--- src/rtl/pci_claim_watchdog.sv ---
module pci_claim_watchdog #(
  parameter int ABORT_CLKS = 4
) (
  input  logic       clk,
  input  logic       rst_n,
  input  logic       frame_n,
  input  logic       irdy_n,
  input  logic       devsel_n,
  input  logic       trdy_n,
  input  logic       stop_n,
  input  logic       rma_clr,
  output logic       timing,
  output logic       claim_vld,
  output logic [1:0] claim_speed,
  output logic       abort_req,
  output logic       proto_err,
  output logic       rma_sts
);
  localparam int CW = $clog2(ABORT_CLKS + 1);

  logic          armed, done;
  logic [CW-1:0] cnt;

  wire start    = ~armed & ~done & ~frame_n;
  wire hit      = armed & ~devsel_n;
  wire expire   = armed & devsel_n & (cnt == CW'(ABORT_CLKS));
  wire bus_idle = frame_n & irdy_n;
  wire early    = armed & devsel_n & (~trdy_n | ~stop_n);

  assign timing = armed;

  always_ff @(posedge clk or negedge rst_n) begin
    if (!rst_n) begin
      armed       <= 1'b0;
      done        <= 1'b0;
      cnt         <= '0;
      claim_vld   <= 1'b0;
      claim_speed <= 2'd0;
      abort_req   <= 1'b0;
      proto_err   <= 1'b0;
      rma_sts     <= 1'b0;
    end else begin
      abort_req <= expire;
      proto_err <= early;
      if (expire)       rma_sts <= 1'b1;
      else if (rma_clr) rma_sts <= 1'b0;

      if (start) begin
        armed     <= 1'b1;
        cnt       <= CW'(1);
        claim_vld <= 1'b0;
      end else if (armed) begin
        if (hit) begin
          armed       <= 1'b0;
          done        <= 1'b1;
          claim_vld   <= 1'b1;
          claim_speed <= (cnt > CW'(3)) ? 2'd3 : 2'(cnt - CW'(1));
        end else if (expire) begin
          armed <= 1'b0;
          done  <= 1'b1;
        end else begin
          cnt <= cnt + CW'(1);
        end
      end else if (done && bus_idle) begin
        done <= 1'b0;
      end
    end
  end
endmodule

--- config.mk ---
export PLATFORM = sky130hd
export DESIGN_NAME = pci_claim_watchdog
export DESIGN_NICKNAME = d
export VERILOG_FILES = /design/src/rtl/pci_claim_watchdog.sv
export SDC_FILE = /design/constraint.sdc
export NUM_CORES = 1
export LEC_CHECK = 0
export BUFFER_PORTS_ARGS = -buffer_cell sky130_fd_sc_hd__buf_2
export CELL_PAD_IN_SITES_DETAIL_PLACEMENT = 2
export CELL_PAD_IN_SITES_GLOBAL_PLACEMENT = 2
export CORE_AREA = 2 2 48 50
export CTS_CLUSTER_SIZE = 14
export DETAILED_ROUTE_END_ITERATION = 7
export DIE_AREA = 0 0 50 52
export PLACE_DENSITY_LB_ADDON = 0.1
export SLEW_MARGIN = 15
export SYNTH_ARGS = -nofsm -noshare
export SYNTH_HDL_FRONTEND = slang
export SYNTH_SLANG_ARGS = --single-unit
--- constraint.sdc ---
create_clock -name clk -period 1.31 [get_ports clk]
set_clock_uncertainty 0.15 [all_clocks]
set_input_delay 0.0655 -clock clk [delete_from_list [all_inputs] [get_ports clk]]
set_output_delay 0.0655 -clock clk [all_outputs]
set_load 0.01 [all_outputs]
Word-level counts from Yosys, hierarchy flattened
Index checks and enable logic that the tools add are counted.

Bits in registers: 11. Output and inout bits: 7. Word-level logic and storage cells: 57.

Equality and inequality tests: 4. Bitwise logic cells: 15. Reductions and logical operators: 9. Add/subtract/negate cells: 2. Order comparisons: 1. Multiplexer cells: 18.

Operator list (number): $mux W1 (13); $mux W3 (4); $reduce_and A3 Y1 (3); $reduce_bool A2 Y1 (4); $and A1 B1 Y1 (7); $not A1 Y1 (7); $ne A2 B2 Y1 const B (2); $add A3 B1 Y3 const B (1); $eq A3 B3 Y1 const B (1); $gt A3 B2 Y1 const B (1); $ne A3 B1 Y1 const B (1); $mux W2 (1); $reduce_and A2 Y1 (1); $sub A2 B1 Y2 const B (1); $logic_and A1 B1 Y1 (1); $or A1 B1 Y1 (1).

Depth between registers and ports, before layout
Gate-level depths: netlist (run 1).

Depth after elaboration: 6. Depth in mapped cells: 5. Gate-level depth less buffers: 5.

Worst setup path before layout (run 1)
Ideal clock, no wire load.

Kind: flip-flop to flip-flop. Start: register cnt[0]. End: register claim_speed[0]. Path buffers: 0. Data required time: 1.078 ns. Data arrival time: 1.195 ns. Clock period less this slack: 1.427 ns. Library setup time: 0.082 ns. Setup slack: -0.117 ns. Cell stages (with the launch flop): 5. Cell sequence: dfrtp_1 > ha_1 > ha_1 > or2_2 > a31oi_1.

Cells in the longest elaborated chain, start to end: 2. Elaborated cells on any way between the ends: 3. Those cells by class: 1 x add/sub; 1 x order compare; 1 x mux.

Ends and longest elaborated chain: from (decl) (line 22) `logic [CW-1:0] cnt;`; from (signal assigned) (line 62) `cnt <= cnt + CW'(1);`; $gt A3 B2 Y1 / $sub A2 B1 Y2 (equally long branches) (line 57) `claim_speed <= (cnt > CW'(3)) ? 2'd3 : 2'(cnt - CW'(1));`; $mux W2 (*) (line 57); to (signal assigned) (line 57); to (decl) (line 14) `output logic [1:0] claim_speed,`.

Mark *: on every way between the ends. The rest lies on a longest branch, timed or not. A chain may end at the register's enable or synchronous reset.

Worst setup path in the final report (run 1)
Start: register cnt[1]. End: register cnt[2].

Cells in the longest elaborated chain, start to end: 5. Elaborated cells on any way between the ends: 9. Those cells by class: 1 x add/sub; 2 x eq/ne; 4 x mux; 1 x bitwise; 1 x reduce/logical.

Ends and longest elaborated chain: $add A3 B1 Y3 (line 62); $mux W3 (line 58) `end else if (expire) begin`; $mux W3 (line 53) `if (hit) begin`; $mux W3 (line 52) `end else if (armed) begin`; $mux W3 (line 48) `if (start) begin`.

Parallel ways exist; a longest one is shown, timed or not. The select of a mux whose other input is x is not followed.

==> results of run 1 <==
[registers in the layout, indices dropped and copies added, names as in the netlist]
| register | count |
|---|---|
| cnt | 3 |
| rma_sts | 1 |
| claim_speed | 2 |
| abort_req | 1 |
| done | 1 |
| timing | 1 |
| proto_err | 1 |
| claim_vld | 1 |
[area by class of cell]
cell class / count / share of cell area (%)
tap: 28 / 4.29
multi-input combinational: 32 / 31.3
timing repair buffer: 30 / 25.5
inverter: 4 / 1.84
clock buffer: 4 / 3.22
sequential: 11 / 33.9
[path summary, 6_finish.rpt]
kind	start	endpoint	cells past startpoint
worst min-delay path	rst_n	claim_speed[0]	2
worst max register to register	cnt[1]	cnt[2]	4
min in group clk	stop_n	proto_err	3
max in group asynchronous	rst_n	timing	2
worst max-delay path	cnt[1]	cnt[2]	4
worst min register to register	claim_vld	claim_vld	2
[through the flow]
step                      total power, mW  utilization, %  cell area (um^2)  std cells
after floorplan                     0.901               -               503         47
after global placement               1.18            31.4               661         96
after detailed placement             1.20            31.4               661         96
after CTS                            1.53            37.5               790        109
after global routing                 1.75            38.7               816        109
final                                1.61            38.7               816        109
[repair_timing]
action | CTS | global route
hold buffers | 7 | 0
hold endpoints to repair | 17 | 0
endpoints found under the setup margin | 6 | 9
pin swaps | 3 | 4
buffers inserted | 2 | 0
resized for setup | 2 | 10
[cell usage in the layout (no fill, tap or decap), drive strengths merged]
cell | synthesis | final
ha | 3 | 3
nand4 | 1 | 1
nor2 | 5 | 5
o22ai | 1 | 1
clkbuf | 0 | 4
nand3 | 1 | 1
nor3b | 1 | 1
and2 | 1 | 1
nor3 | 1 | 1
and2b | 1 | 1
o21ai | 3 | 3
dlygate4sd3 | 0 | 7
o22a | 1 | 1
inv | 4 | 4
a21boi | 1 | 1
buf | 0 | 23
dfrtp | 11 | 11
a21oi | 3 | 3
or3 | 2 | 2
a211oi | 1 | 1
nand2 | 3 | 3
a31oi | 2 | 2
or2 | 1 | 1
[worst max-delay path, cell delays in order (launching register included)]
cell and delay (ns):
dfrtp_1 0.42, ha_2 0.21, ha_4 0.26, nor3b_2 0.17
a211oi_2 0.05
[power by group]
group / total (mW) / switching (mW) / internal [mW]
Clock: 0.240 / 0.123 / 0.118
Combinational: 0.798 / 0.364 / 0.434
Sequential: 0.567 / 0.101 / 0.466
[routing by layer]
layer | track usage, % | up-vias
li1 | - | 234
met1 | 14.9 | 240
met2 | 23.7 | 9
met3 | 2.87 | 0
met4 | 4.17 | 0
met5 | 0 | -
[cell families (layout without fill, tap and decap cells)]
logic type,count (synthesis),in the layout,synth area share (%)
adder cells (fa/ha/maj),3,3,7.62
AND/OR/NAND/NOR,17,17,18.5
buffers and inverters,4,38,3.04
AO/OA/AOI/OAI,12,12,15.0
flip-flops,11,11,55.8
==> out/metrics.csv, run 1 <==
metric,value,unit
start_kind,register,
drv_slew,0,
die_height,52,um
synth_area_leaders,"dfrtp_1 56%, ha_1 7.6%, nor2_1 3.8%",
maxSlewHeadroom,81.6,%
critPathRequiredTime,1.31,ns
clock_latency,0.26,ns
netlist.area_leader.share,55.8,%
rows,17,
fin_setup_tns,-0.180,ns
regArea,277,um^2
rsz0062_at_grt,true,
synthesis.nets,58,
synthTopCellsByCount,"11 x dfrtp_1, 5 x nor2_1, 4 x inv_1",
fin_ws,-0.0567,ns
ys_ff_latch,11,
drtPass1Iterations,2,
hold_viol_final,0,
synth_area,493,um^2
rrSetupSlack,-0.06,ns
period_share,104,%
synthCells,47,
drive_gt1_share,53.1,%
crit_fanout,3,
antenna_cells,0,
cts_sinks,11,
synth_edf_count,0,
grt_start_max_net_pins,12,
area_growth,65.5,%
async_reset_ff_share,100,%
end_kind,register,
gp_congestion,0.673,
highest_layer,met3,
outcome,finished with violations,
dp_hpwl,1.02,mm
seq_area_frac_synth,55.8,%
io_pins,15,
start_util,23.4,%
wire_per_inst,13.5,um
synth.most_common_cell,dfrtp_1,
fin_nets,93,
track_usage,13.0,%
yosysTopAreaCell,dfrtp_1,
tritoncts,built,
dieArea,2600,um^2
pre_cts_ws,-0.0637,ns
peakVddDrop,756,uV
synth_top_flop_cell,dfrtp_1,
post-route-drc-count,0,
die_w,50,um
yosysWarningCount,0,
maxCapViolCount,0,
nFillCells,237,
clk_pin_slew,0.08,ns
io_buffers,14,
ys_types,22,
met3_length,40,um
cellLeakagePower,0.373,nW
tightest_slew,0.275,ns
ant_nets,0,
met2_length,836,um
cts-buffers-inserted,3,
avgViaCountPerCell,4.43,
core-area,2110,um^2
grt_pass1_vias,519,
grt_overflow,0,
route.vias.total,483,
min_period,1.37,ns
setup_viol,4,
clock.fmax,732,MHz
cts_root_buf,clkbuf_4,
drt_wl_total,1.47,mm
power_density,1970,nW/um^2
syn_avg_cell_area,10.5,um^2
holdWs,0.0603,ns
violations,setup timing,
drtIter0Drc,2,
multi_input_area,255,um^2
arrival,1.37,ns
grt_pass1_wl,2.50,mm
worst-setup-path-type,register to register,
htreeDepth,1,
cts_buffer_depth,2,
antenna_found_initial,0,
hp-class,primary input to async pin,
wl_met1,597,um
(Power assumes the default switching activity.)
==> run 2: changes to the inputs <==
--- a/config.mk
+++ b/config.mk
@@ -13,6 +13,7 @@
 export DETAILED_ROUTE_END_ITERATION = 7
 export DIE_AREA = 0 0 50 52
 export PLACE_DENSITY_LB_ADDON = 0.1
+export REMOVE_ABC_BUFFERS = 1
 export SLEW_MARGIN = 15
 export SYNTH_ARGS = -nofsm -noshare
 export SYNTH_HDL_FRONTEND = slang
==> run 2 against run 1 <==
The run still ends with setup timing left; via count is 0.83% lower; power is 5.1% higher; die area is the same; sequential share of layout area decreased by 0.76 points; clock-buffer cell count did not move; cell count grew 1.8%; non-clock buffer count grew 2; worst setup slack worse by 0.041 ns; combinational power up 8.6%.
==> out/metrics.csv, run 2 (synthesis gave the netlist of run 1 again) <==
metric,value,unit,change
cts_buffer_depth,2,,unchanged
end_kind,register,,
grt_overflow,0,,unchanged
grt_pass1_wl,2.68,mm,+7.2%
drt_wl_total,1.50,mm,+1.8%
maxCapViolCount,0,,unchanged
grt_start_max_net_pins,12,,unchanged
core-area,2110,um^2,unchanged
peakVddDrop,643,uV,-15%
drv_slew,0,,unchanged
pre_cts_ws,-0.213,ns,-0.149 ns
fin_ws,-0.0981,ns,-0.0414 ns
critPathRequiredTime,1.36,ns,+0.05 ns
post-route-drc-count,0,,unchanged
drive_gt1_share,53.0,%,-0.074 points
min_period,1.41,ns,+0.0414 ns
stdcell_area,842,um^2,+3.2%
start_util,23.4,%,unchanged
die_height,52,um,unchanged
fin_nets,95,,+2.2%
drtIter0Drc,1,,-1
dieArea,2600,um^2,unchanged
drtPass1Iterations,2,,unchanged
tritoncts,built,,
largest_reg_flops,3,,unchanged
hold_viol_final,0,,unchanged
start_kind,register,,
htreeDepth,1,,unchanged
die_w,50,um,unchanged
gp_congestion,0.701,,+4.2%
power_density,2000,nW/um^2,+1.8%
track_usage,13.9,%,+0.91 points
cts-buffers-inserted,3,,unchanged
period_share,107,%,+3.2 points
maxSlewHeadroom,82.7,%,+1.1 points
setup_viol,5,,+1
stdcell_count,111,,+1.8%
dp.cells,97,,+1.0%
final_common_cell,buf_2,,
total_power,1.69,mW,+5.1%
rsz0062_at_grt,true,,
clk_pin_slew,0.08,ns,about the same
io_pins,15,,unchanged
post_dp_cell_area,658,um^2,-0.38%
top_regs,"cnt x3, claim_speed x2",,
grt_pass1_vias,559,,+7.7%
cellLeakagePower,0.380,nW,+1.9%
avgViaCountPerCell,4.32,,-2.6%
rows,17,,unchanged
route.vias.total,479,,-0.83%
antenna_cells,0,,unchanged
wire_per_inst,13.5,um,about the same
fin_setup_tns,-0.277,ns,-0.0965 ns
clock_latency,0.27,ns,about the same
violations,setup timing,,
antenna_found_initial,0,,unchanged
hp-class,primary input to async pin,,
arrival,1.46,ns,+0.09 ns
dp_hpwl,1.04,mm,+1.7%
regMostFlops,cnt,,
io_buffers,14,,unchanged
ant_nets,0,,unchanged
area_growth,70.8,%,
clock.fmax,710,MHz,-2.9%
cts_sinks,11,,unchanged
tightest_slew,0.259,ns,-0.0160 ns
worst-setup-path-type,register to register,,
outcome,finished with violations,,
crit_fanout,5,,+2
mostFrequentLayoutCells,"14 x buf_2, 11 x buf_4, 8 x dfrtp_1",,
cts_root_buf,clkbuf_4,,
run 2: stage by stage:
stage          util [%]  hold slack (ns)
2_1_floorplan         -           -0.380
3_3_place_gp       31.3           -0.194
3_5_place_dp       31.3           -0.193
4_1_cts            38.0           0.0512
5_1_grt            40.0           0.0736
6_report           40.0           0.0507
run 2: area by class of cell:
class / instances / area, um^2
clock buffer: 4 / 26.3
fill: 245 / 1260
inverter: 4 / 15.0
multi-input combinational: 32 / 264
sequential: 11 / 279
tap: 28 / 35.0
timing repair buffer: 32 / 223
run 2: critical path, cell delays in order, from the launching register on:
cell and delay, ns:
dfrtp_2 0.42, inv_2 0.06, ha_4 0.16, and2_4 0.15, or3_1 0.34, nand3_1 0.07
run 2: per-layer routing:
metal  up-vias  global-route usage, %  share of wire (%)
li1        236                      -                  -
met1       232                   16.9                 44
met2        11                   24.8                 53
met3         0                   2.59                2.7
met4         0                   4.17                  0
met5         -                      0                  0
run 2: power by group:
part / switching, mW / total (mW) / internal [mW]
logic: 0.393 / 0.867 / 0.473
clock network: 0.126 / 0.244 / 0.118
registers: 0.107 / 0.577 / 0.471
total: 0.626 / 1.69 / 1.06
run 2: repair_timing:
action,CTS,global route
endpoints found under the setup margin,7,10
setup buffers,3,0
pin swaps,7,2
hold endpoints to repair,17,0
cloned,0,0
gates resized for setup,7,12
hold buffers,7,0
run 2: final timing paths:
check | slack [ns] | from | cells after the start | to
worst max-delay path | -0.1 | cnt[1] | 5 | cnt[0]
min in group clk | 0.34 | stop_n | 3 | proto_err
worst max register to register | -0.1 | cnt[1] | 5 | cnt[0]
worst min-delay path | 0.05 | rst_n | 2 | claim_vld
max in group asynchronous | 0.73 | rst_n | 2 | timing
worst min register to register | 0.35 | claim_vld | 2 | claim_vld
